### src/rtl/io_cyc_pkg.sv
package io_cyc_pkg;
  localparam int ADDR_W = 32;
  localparam int BYTE_W = 8;

  typedef enum logic [2:0] {
    OP_SHORT  = 3'd0,
    OP_REGIND = 3'd1,
    OP_BLOCK  = 3'd2,
    OP_DIR2   = 3'd3,
    OP_DIR3   = 3'd4,
    OP_DIR4   = 3'd5,
    OP_ONCHIP = 3'd6,
    OP_SPARE  = 3'd7
  } op_class_e;

  typedef enum logic [2:0] {
    ST_IDLE    = 3'd0,
    ST_SETUP   = 3'd1,
    ST_STROBE  = 3'd2,
    ST_RELEASE = 3'd3,
    ST_PSEUDO1 = 3'd4,
    ST_PSEUDO2 = 3'd5
  } seq_state_e;
endpackage

### src/rtl/io_addr_form.sv
module io_addr_form
  import io_cyc_pkg::*;
#(
  parameter int AW = ADDR_W,
  parameter int BW = BYTE_W
) (
  input  logic [2:0]    op_class,
  input  logic [BW-1:0] imm_k,
  input  logic [BW-1:0] imm_l,
  input  logic [BW-1:0] imm_m,
  input  logic [BW-1:0] imm_n,
  input  logic [BW-1:0] acc,
  input  logic [AW-1:0] bc,
  output logic [AW-1:0] addr_next,
  output logic          onchip
);
  localparam int HI_W = AW - 4*BW;
  localparam logic [BW-1:0] ZB = '0;

  op_class_e cls;
  assign cls = op_class_e'(op_class);

  always_comb begin
    onchip    = 1'b0;
    addr_next = bc;
    unique case (cls)
      OP_SHORT:  addr_next = AW'({ZB, ZB, acc, imm_n});
      OP_DIR2:   addr_next = AW'({ZB, ZB, imm_m, imm_n});
      OP_DIR3:   addr_next = AW'({ZB, imm_l, imm_m, imm_n});
      OP_DIR4:   addr_next = AW'({imm_k, imm_l, imm_m, imm_n});
      OP_ONCHIP: begin
        addr_next = AW'(imm_n);
        onchip    = 1'b1;
      end
      default:   addr_next = bc;
    endcase
  end

  if (HI_W < 0) begin : g_bad_width
    initial $error("address narrower than four bytes");
  end
endmodule

### src/rtl/io_cycle_seq.sv
module io_cycle_seq
  import io_cyc_pkg::*;
(
  input  logic clk,
  input  logic rst_n,
  input  logic start,
  input  logic onchip,
  output logic load,
  output logic busy,
  output logic strobe_en,
  output logic in_pseudo,
  output logic done
);
  seq_state_e state_q, state_d;

  assign busy = (state_q != ST_IDLE);
  assign load = start && !busy;

  always_comb begin
    state_d = state_q;
    unique case (state_q)
      ST_IDLE:    if (start) state_d = onchip ? ST_PSEUDO1 : ST_SETUP;
      ST_SETUP:   state_d = ST_STROBE;
      ST_STROBE:  state_d = ST_RELEASE;
      ST_RELEASE: state_d = ST_IDLE;
      ST_PSEUDO1: state_d = ST_PSEUDO2;
      ST_PSEUDO2: state_d = ST_IDLE;
      default:    state_d = ST_IDLE;
    endcase
  end

  always_ff @(posedge clk or negedge rst_n) begin
    if (!rst_n) state_q <= ST_IDLE;
    else        state_q <= state_d;
  end

  assign strobe_en = (state_q == ST_STROBE);
  assign in_pseudo = (state_q == ST_PSEUDO1) || (state_q == ST_PSEUDO2);
  assign done      = (state_q == ST_RELEASE) || (state_q == ST_PSEUDO2);
endmodule

### src/rtl/io_onchip_bank.sv
module io_onchip_bank
  import io_cyc_pkg::*;
#(
  parameter int               BW      = BYTE_W,
  parameter int               NUM_RW  = 3,
  parameter logic [NUM_RW*BW-1:0] RW_MAP = {8'h19, 8'h18, 8'h17},
  parameter logic [BW-1:0]    VER_ADR = 8'hFF,
  parameter logic [BW-1:0]    VER_VAL = 8'h00
) (
  input  logic          clk,
  input  logic          rst_n,
  input  logic          wr_en,
  input  logic [BW-1:0] reg_addr,
  input  logic [BW-1:0] wdata,
  output logic [BW-1:0] rdata
);
  logic [BW-1:0] rw_q [NUM_RW];

  for (genvar i = 0; i < NUM_RW; i++) begin : g_rw
    logic hit;
    assign hit = (reg_addr == RW_MAP[i*BW +: BW]);
    always_ff @(posedge clk or negedge rst_n) begin
      if (!rst_n)            rw_q[i] <= '0;
      else if (wr_en && hit) rw_q[i] <= wdata;
    end
  end

  always_comb begin
    rdata = '0;
    if (reg_addr == VER_ADR) rdata = VER_VAL;
    for (int j = 0; j < NUM_RW; j++) begin
      if (reg_addr == RW_MAP[j*BW +: BW]) rdata = rw_q[j];
    end
  end
endmodule

### src/rtl/io_cycle_gen.sv
module io_cycle_gen
  import io_cyc_pkg::*;
#(
  parameter logic [7:0] VERSION_ID = 8'h00
) (
  input  logic        clk,
  input  logic        rst_n,
  input  logic        start,
  input  logic [2:0]  op_class,
  input  logic [7:0]  imm_k,
  input  logic [7:0]  imm_l,
  input  logic [7:0]  imm_m,
  input  logic [7:0]  imm_n,
  input  logic [7:0]  acc,
  input  logic [31:0] bc,
  input  logic        wr,
  input  logic [7:0]  wdata,
  output logic [31:0] addr,
  output logic        rd_n,
  output logic        wr_n,
  output logic        done,
  output logic [7:0]  rdata
);
  logic [ADDR_W-1:0] addr_next, addr_q;
  logic [BYTE_W-1:0] wdata_q, bank_rdata;
  logic              wr_q, onchip, load, busy, strobe_en, in_pseudo;

  io_addr_form u_form (
    .op_class (op_class),
    .imm_k    (imm_k),
    .imm_l    (imm_l),
    .imm_m    (imm_m),
    .imm_n    (imm_n),
    .acc      (acc),
    .bc       (bc),
    .addr_next(addr_next),
    .onchip   (onchip)
  );

  io_cycle_seq u_seq (
    .clk      (clk),
    .rst_n    (rst_n),
    .start    (start),
    .onchip   (onchip),
    .load     (load),
    .busy     (busy),
    .strobe_en(strobe_en),
    .in_pseudo(in_pseudo),
    .done     (done)
  );

  always_ff @(posedge clk or negedge rst_n) begin
    if (!rst_n) begin
      addr_q  <= '0;
      wr_q    <= 1'b0;
      wdata_q <= '0;
    end else if (load) begin
      addr_q  <= addr_next;
      wr_q    <= wr;
      wdata_q <= wdata;
    end
  end

  io_onchip_bank #(.VER_VAL(VERSION_ID)) u_bank (
    .clk     (clk),
    .rst_n   (rst_n),
    .wr_en   (done && in_pseudo && wr_q),
    .reg_addr(addr_q[BYTE_W-1:0]),
    .wdata   (wdata_q),
    .rdata   (bank_rdata)
  );

  assign addr  = addr_q;
  assign rd_n  = !(strobe_en && !wr_q);
  assign wr_n  = !(strobe_en && wr_q);
  assign rdata = (done && in_pseudo && !wr_q) ? bank_rdata : '0;
endmodule

### config.mk
export PLATFORM = sky130hd
export DESIGN_NAME = io_cycle_gen
export DESIGN_NICKNAME = d
export VERILOG_FILES = /design/src/rtl/io_cyc_pkg.sv /design/src/rtl/io_addr_form.sv /design/src/rtl/io_cycle_seq.sv /design/src/rtl/io_onchip_bank.sv /design/src/rtl/io_cycle_gen.sv
export SDC_FILE = /design/constraint.sdc
export NUM_CORES = 1
export LEC_CHECK = 0
export BUFFER_PORTS_ARGS = -buffer_cell sky130_fd_sc_hd__buf_2
export CORE_ASPECT_RATIO = 0.75
export CORE_MARGIN = 2
export CORE_UTILIZATION = 47
export DETAILED_ROUTE_END_ITERATION = 8
export PLACE_DENSITY = 0.77
export SLEW_MARGIN = 10
export SYNTH_ARGS = -nofsm -noshare
export SYNTH_HDL_FRONTEND = slang
export SYNTH_HIERARCHICAL = 1
export SYNTH_SLANG_ARGS = --single-unit
### constraint.sdc
create_clock -name clk -period 1.8 [get_ports clk]
set_input_delay 0.18 -clock clk [delete_from_list [all_inputs] [get_ports clk]]
set_output_delay 0.18 -clock clk [all_outputs]
set_load 0.01 [all_outputs]
# --- Word level (Yosys, flattened, before mapping) ---
# Cells that the tools add are included.
word_totals:
  register_bits: 68
  in_bits: 87
  output_inout_bits: 43
  wordCells: 47
op_classes:
  mux: 9
  eq_ne: 13
  reduce_logical: 18
ops:
  columns: ["cell", "n"]
  rows:
  - ["32-bit one-hot mux with 5 select lines", 1]
  - ["8-bit 2-to-1 mux", 4]
  - ["8-bit by 5-bit == test with 1-bit output, second input constant", 3]
  - ["3-bit == test, second input constant", 5]
  - ["3-bit one-hot mux with 4 select lines", 1]
  - ["3-bit by 2-bit == test with 1-bit output, second input constant", 3]
  - ["1-bit logical AND", 9]
  - ["3-bit logical NOT", 2]
  - ["3-bit 2-to-1 mux", 2]
  - ["1-bit logical NOT", 4]
  - ["3-bit by 1-bit == test with 1-bit output, second input constant", 1]
  - ["3-bit nonzero test", 1]
  - ["1-bit logical OR", 2]
  - ["2-bit inequality test, second input constant", 1]
  - ["1-bit 2-to-1 mux", 1]

# --- Longest topological paths before layout ---
depth:
  ltp_word: 5
  mapped_depth: 6
  mapped_depth_nobuf: 5

# --- Hierarchy ---
# Netlist, hierarchy kept.
modules_own_cells:
  columns: ["mod", "cells_per_inst", "area_each_um2", "seq_area_each_um2", "instances"]
  rows:
  - ["io_cycle_gen", 99, 1829.3, 1026.0, 1]
  - ["io_onchip_bank", 76, 1111.1, 600.6, 1]
  - ["io_addr_form", 143, 989.7, 0.0, 1]
  - ["io_cycle_seq", 17, 168.9, 75.1, 1]

# --- Worst setup path after synthesis ---
# No wires, ideal clock.
synth_timing:
  path_kind: "flip-flop to flip-flop"
  start: "reg u_seq.state_q[2]"
  end: "reg u_bank/rw_q[10] (netlist name)"
  slack_ns: -0.201
  required_time_ns: 1.675
  n_path_buf: 1
  path_stages_with_launch: 7
  t_arrival_ns: 1.876
  period_less_slack_ns: 2.001
  setup_time_ns: 0.125
  path_cell_list: "dfrtp_1 nor2b_2 o21a_1 and3_1 and4b_1 buf_4 mux2_2"
synth_via:
  elab_chain_cells: 5
  elab_cells_between_ends: 8
  cone_classes: "eq/ne (3); reduce/logical (5)"
synth_lines:
  columns: ["element", "line_no", "text"]
  rows:
  - ["start, declared", "io_cycle_seq.sv:14", "seq_state_e state_q, state_d;"]
  - ["start signal, assigned", "io_cycle_seq.sv:34", "else state_q <= state_d;"]
  - ["3-bit == test", "io_cycle_seq.sv:38", "assign in_pseudo = (state_q == ST_PSEUDO1) || (state_q == ST_PSEUDO2);"]
  - ["1-bit logical OR (*)", "io_cycle_seq.sv:38", null]
  - ["named net in_pseudo", "io_cycle_gen.sv:26", "logic wr_q, onchip, load, busy, strobe_en, in_pseudo;"]
  - ["1-bit logical AND (*) (2 in series)", "io_cycle_gen.sv:67", ".wr_en (done && in_pseudo && wr_q),"]
  - ["1-bit logical AND (*)", "io_onchip_bank.sv:24", "else if (wr_en && hit) rw_q[i] <= wdata;"]
  - ["end signal, assigned by index", "io_onchip_bank.sv:24", null]
  - ["end, declared", "io_onchip_bank.sv:17", "logic [BW-1:0] rw_q [NUM_RW];"]
# Mark *: on every way through the listed nets, which the timed path passes. The rest lies on a longest branch.
# A chain may end at the register's enable or synchronous reset.

# --- Worst setup path after layout ---
layout_timing:
  start: "reg addr_q[5], in the netlist addr[5]"
  end: "out rdata[2]"
layout_via:
  elab_chain_cells: 5
  elab_cells_between_ends: 7
  cone_classes: "eq/ne (3); mux (4)"
layout_lines:
  columns: ["element", "line_no", "text"]
  rows:
  - ["start, declared", "io_cycle_gen.sv:24", "logic [ADDR_W-1:0] addr_next, addr_q;"]
  - ["start signal, assigned", "io_cycle_gen.sv:58", "addr_q <= addr_next;"]
  - ["8-bit by 5-bit == test with 1-bit output", "io_onchip_bank.sv:32", "if (reg_addr == RW_MAP[j*BW +: BW]) rdata = rw_q[j];"]
  - ["8-bit 2-to-1 mux (2 in series)", "io_onchip_bank.sv:32", null]
  - ["8-bit 2-to-1 mux (*)", "io_onchip_bank.sv:32", null]
  - ["named net bank_rdata[2]", "io_cycle_gen.sv:25", "logic [BYTE_W-1:0] wdata_q, bank_rdata;"]
  - ["8-bit 2-to-1 mux (*)", "io_cycle_gen.sv:76", "assign rdata = (done && in_pseudo && !wr_q) ? bank_rdata : '0;"]
  - ["end, declared", "io_cycle_gen.sv:22", "output logic [7:0] rdata"]
# Marked as above.

==> impl_metrics.xml <==
<?xml version="1.0" encoding="UTF-8"?>
<metrics>
  <group name="status">
    <metric name="outcome" unit="">finished with violations</metric>
    <metric name="violations_in_the_final_reports" unit="">setup timing</metric>
  </group>
  <group name="setup_path">
    <metric name="critical-path-slowest-cell" unit="">dfrtp_1</metric>
    <metric name="path_cells" unit="">nor4b_4, and3b_2, o2bb2ai_1, and4b_1, buf_2</metric>
    <metric name="slowest_delay" unit="ps">420</metric>
    <metric name="cp-start-kind" unit="">flop</metric>
    <metric name="end_kind" unit="">primary output</metric>
    <metric name="crit_buf_inv" unit="">1</metric>
    <metric name="path_max_fanout" unit="">8</metric>
    <metric name="crit_arrival" unit="ps">1850</metric>
    <metric name="worst_ep_required_time" unit="ps">1620</metric>
    <metric name="worst_path_dominant_cell_family" unit="">simple AND/OR/NAND/NOR gates</metric>
    <metric name="critical_path_type" unit="">flop to primary output</metric>
  </group>
  <group name="synth">
    <metric name="most_area_consuming_cells_after_synthesis" unit="">dfrtp_1 42%, mux2_4 18%, mux2_2 6.9%</metric>
    <metric name="yosysSeqAreaShare" unit="%">41.5</metric>
    <metric name="post_synth_num_cell_types" unit="">37</metric>
    <metric name="yosys.area.top_type" unit="">dfrtp_1</metric>
    <metric name="syn-mean-instance-area" unit="um^2">12.2</metric>
    <metric name="syn_nets" unit="">422</metric>
    <metric name="netlist.area_leader.share" unit="%">41.5</metric>
    <metric name="netlist_instances" unit="">335</metric>
    <metric name="netlist_area" unit="mm^2">0.00410</metric>
    <metric name="number_of_register_bits_inferred_by_synthesis" unit="">68</metric>
    <metric name="synth-warning-count" unit="">6</metric>
  </group>
  <group name="clock_network">
    <metric name="cts.htree.levels" unit="">3</metric>
    <metric name="cts_root_buf" unit="">clkbuf_16</metric>
    <metric name="clock_latency" unit="ps">320</metric>
    <metric name="cts_tree" unit="">done</metric>
    <metric name="clk_pin_slew_worst_paths" unit="ps">60</metric>
    <metric name="cts_made_buffers" unit="">9</metric>
    <metric name="clockBufferDepth" unit="">2</metric>
    <metric name="clock_sinks" unit="">68</metric>
  </group>
  <group name="finish">
    <metric name="layout-drive-gt1-share" unit="%">53.8</metric>
    <metric name="fraction_of_the_core_area_covered_by_cells_at_the_end_of_the_flow" unit="%">63.8</metric>
    <metric name="area_growth_syn_to_layout" unit="%">31.6</metric>
    <metric name="fillCellCount" unit="">671</metric>
    <metric name="antenna_cells_inserted" unit="">0</metric>
    <metric name="finalNetCount" unit="">569</metric>
  </group>
  <group name="grt">
    <metric name="grt_use_met2" unit="%">34.6</metric>
    <metric name="grt_first_pass_wirelength" unit="um">16500</metric>
    <metric name="global_route.usage.met1" unit="%">29.5</metric>
    <metric name="antenna_found_initial" unit="">0</metric>
    <metric name="grt_pass1_vias" unit="">3348</metric>
    <metric name="grt_remaining_overflow" unit="">0</metric>
    <metric name="gr-usage-all-layers" unit="%">21.8</metric>
    <metric name="met3_usage" unit="%">5.86</metric>
    <metric name="grt_busiest_layer" unit="">met2</metric>
    <metric name="grt_max_degree" unit="">69</metric>
  </group>
  <group name="floorplanning">
    <metric name="die_area" unit="mm^2">0.00949</metric>
    <metric name="pin_count" unit="">130</metric>
    <metric name="die_x" unit="um">112</metric>
    <metric name="initial_utilization" unit="%">48.5</metric>
    <metric name="design.core.area" unit="mm^2">0.00845</metric>
    <metric name="chipHeight" unit="um">84.9</metric>
    <metric name="core.rowCount" unit="">29</metric>
  </group>
  <group name="sta">
    <metric name="fin_ws" unit="ps">-234</metric>
    <metric name="worst_slew_margin_rel" unit="%">68.6</metric>
    <metric name="unrepaired_setup_endpoints_after_global_routing" unit="">true</metric>
    <metric name="fin_tns_setup" unit="ps">-2550</metric>
    <metric name="setup-violations-final" unit="">22</metric>
    <metric name="max_slew.worst_pin.slew" unit="ps">470</metric>
    <metric name="max_freq" unit="MHz">492</metric>
    <metric name="timing.final.crit_period" unit="ps">2030</metric>
    <metric name="finalClockSkew" unit="ps">6.21</metric>
    <metric name="report.final.hold_viol_count" unit="">0</metric>
    <metric name="post-route-period-util" unit="%">113</metric>
    <metric name="finalMaxSlewViolations" unit="">0</metric>
  </group>
  <group name="power_and_ir_drop">
    <metric name="cellLeakagePower" unit="nW">2.67</metric>
    <metric name="pwr-share-comb" unit="%">38.2</metric>
    <metric name="power.density" unit="mW/mm^2">1310</metric>
    <metric name="seq_power_share" unit="%">34.4</metric>
    <metric name="switching_share" unit="%">30.7</metric>
    <metric name="power_report.internal_total" unit="mW">4.89</metric>
    <metric name="clk_network_pwr_share" unit="%">27.3</metric>
    <metric name="total_switching_power" unit="mW">2.16</metric>
    <metric name="max-vdd-ir-drop" unit="mV">1.06</metric>
    <metric name="post-layout-total-power" unit="mW">7.05</metric>
  </group>
  <group name="job">
    <metric name="max_cap_violations" unit="">0</metric>
  </group>
  <group name="placed_design">
    <metric name="place.detailed.hpwl" unit="um">7200</metric>
    <metric name="numPortBuffers" unit="">129</metric>
    <metric name="gpl_congestion" unit="">0.842</metric>
  </group>
  <group name="route">
    <metric name="initialDrtViolationCount" unit="">137</metric>
    <metric name="drt-wirelength-per-cell" unit="um">17.0</metric>
    <metric name="vias_per_cell" unit="">5.49</metric>
    <metric name="vias" unit="">3268</metric>
    <metric name="drt_wl_total" unit="um">10100</metric>
    <metric name="route.detailed.drc" unit="">0</metric>
    <metric name="firstDrtPassIters" unit="">4</metric>
    <metric name="postRouteAntennaNets" unit="">0</metric>
  </group>
  <group name="hold_path">
    <metric name="timing.hold.worst.class" unit="">input port to flop</metric>
  </group>
</metrics>
worst register-to-register path, cell delays in order (launching register included):
cell,delay (ps)
dfrtp_1,420
nor4b_4,310
buf_4,160
buf_4,110
buf_6,100
nand4_2,300
mux2_2,400
routing by layer:
layer	vias to the layer above	share of wire [%]
met5	-	0
met4	0	1.8
met3	16	4.7
li1	1544	-
met2	91	47
met1	1617	46
layout make-up:
type                       instances  area (um^2)  area share, %
inverter                           2         7.51          0.139
sequential                        68         1700           31.5
clock buffer                      11          253           4.69
multi-input combinational        244         2290           42.4
clock inverter                     5         83.8           1.55
tap                              108          135           2.51
timing repair buffer             157          925           17.1
cell usage after synthesis:
cell type	count
mux2_4	49
nor2b_2	1
o22ai_1	8
buf_6	3
and2_1	9
xor2_2	1
dfrtp_1	68
a22oi_1	8
nor3_1	1
nor3b_1	2
or3_4	1
and2_4	1
buf_1	2
nand4_2	2
mux2i_1	16
mux2_2	25
a211oi_1	16
and4b_1	9
buf_4	1
inv_1	2
o21ai_0	16
o31a_1	1
xnor2_1	1
nor4b_4	1
buf_2	8
nand2_1	12
and3b_1	2
nand2b_1	3
nor2b_1	28
and3_1	1
nor2_2	1
a21oi_1	18
buf_12	4
nor2_1	2
o2bb2ai_1	8
clkbuf_1	3
o21a_1	1
layout by cell type, fill, tap and decap left out, types with 2 or more instances in the layout:
cell | synthesis | routed
buf_4 | 1 | 21
nand2_1 | 12 | 11
mux2_2 | 25 | 18
buf_2 | 8 | 129
mux2_4 | 49 | 56
and4b_1 | 9 | 8
o22ai_1 | 8 | 8
o2bb2ai_1 | 8 | 7
clkbuf_8 | 0 | 2
mux2i_1 | 16 | 16
a22oi_1 | 8 | 7
and2_1 | 9 | 9
nor2b_1 | 28 | 28
a21oi_1 | 18 | 18
dfrtp_1 | 68 | 68
bufinv_16 | 0 | 2
inv_1 | 2 | 2
buf_12 | 4 | 5
clkbuf_16 | 0 | 9
nor2_1 | 2 | 2
nand2b_1 | 3 | 3
clkinvlp_4 | 0 | 2
o21ai_0 | 16 | 16
a211oi_1 | 16 | 16
cell families (layout without fill, tap and decap cells):
family                    after synthesis  after routing  synth area share (%)
AOI/OAI and AO/OA                      76             76                  11.9
xor gates and xnor gates                2              2                 0.611
buffers and inverters                  23            175                  4.58
DFF                                    68             68                  41.5
muxes                                  90             90                  28.7
and+or+nand+nor                        76             76                  12.7
per-stage QoR:
| step | hold WS, ps | area (um^2) | setup WS, ps | instances |
|---|---|---|---|---|
| after floorplan | -116 | 4120 | 4.85 | 335 |
| after global placement | 223 | 4950 | 19.5 | 573 |
| after detailed placement | 224 | 4950 | -35.1 | 573 |
| after CTS | 73.7 | 5330 | -251 | 594 |
| after global routing | 69.0 | 5390 | -380 | 595 |
| final | 84.5 | 5390 | -234 | 595 |
power groups by stage:
stage	clock network (mW)	logic, mW	registers (mW)
after floorplan	0	1.57	2.54
after global placement	0	2.56	2.41
after detailed placement	0	2.61	2.43
after CTS	1.97	2.68	2.41
after global routing	2.03	2.89	2.51
final	1.93	2.70	2.43
registers in the layout, summed over array words and instances, names as in the netlist:
register	cells
u_bank/rw_q	24
wr_q	1
wdata_q	8
u_seq/state_q	3
addr	32
what timing repair did:
item	in CTS	in global routing
hold buffers	1	0
setup endpoints to repair	18	32
buffers inserted	4	2
endpoints found under the hold margin	68	0
pin swaps	4	2
resized for setup	2	13
worst paths after layout:
kind,from,to,slack [ps],cells past startpoint
worst max-delay path,addr[5],rdata[2],-230,5
worst min register to register,addr[10],addr[10],510,1
max in group asynchronous,rst_n,addr[7],1080,3
worst max register to register,addr[5],u_bank/rw_q[16],-110,6
worst min-delay path,wdata[5],wdata_q[5],80,2
min in group asynchronous,rst_n,addr[20],410,3
Note: power is estimated with default switching activity, not from simulation.
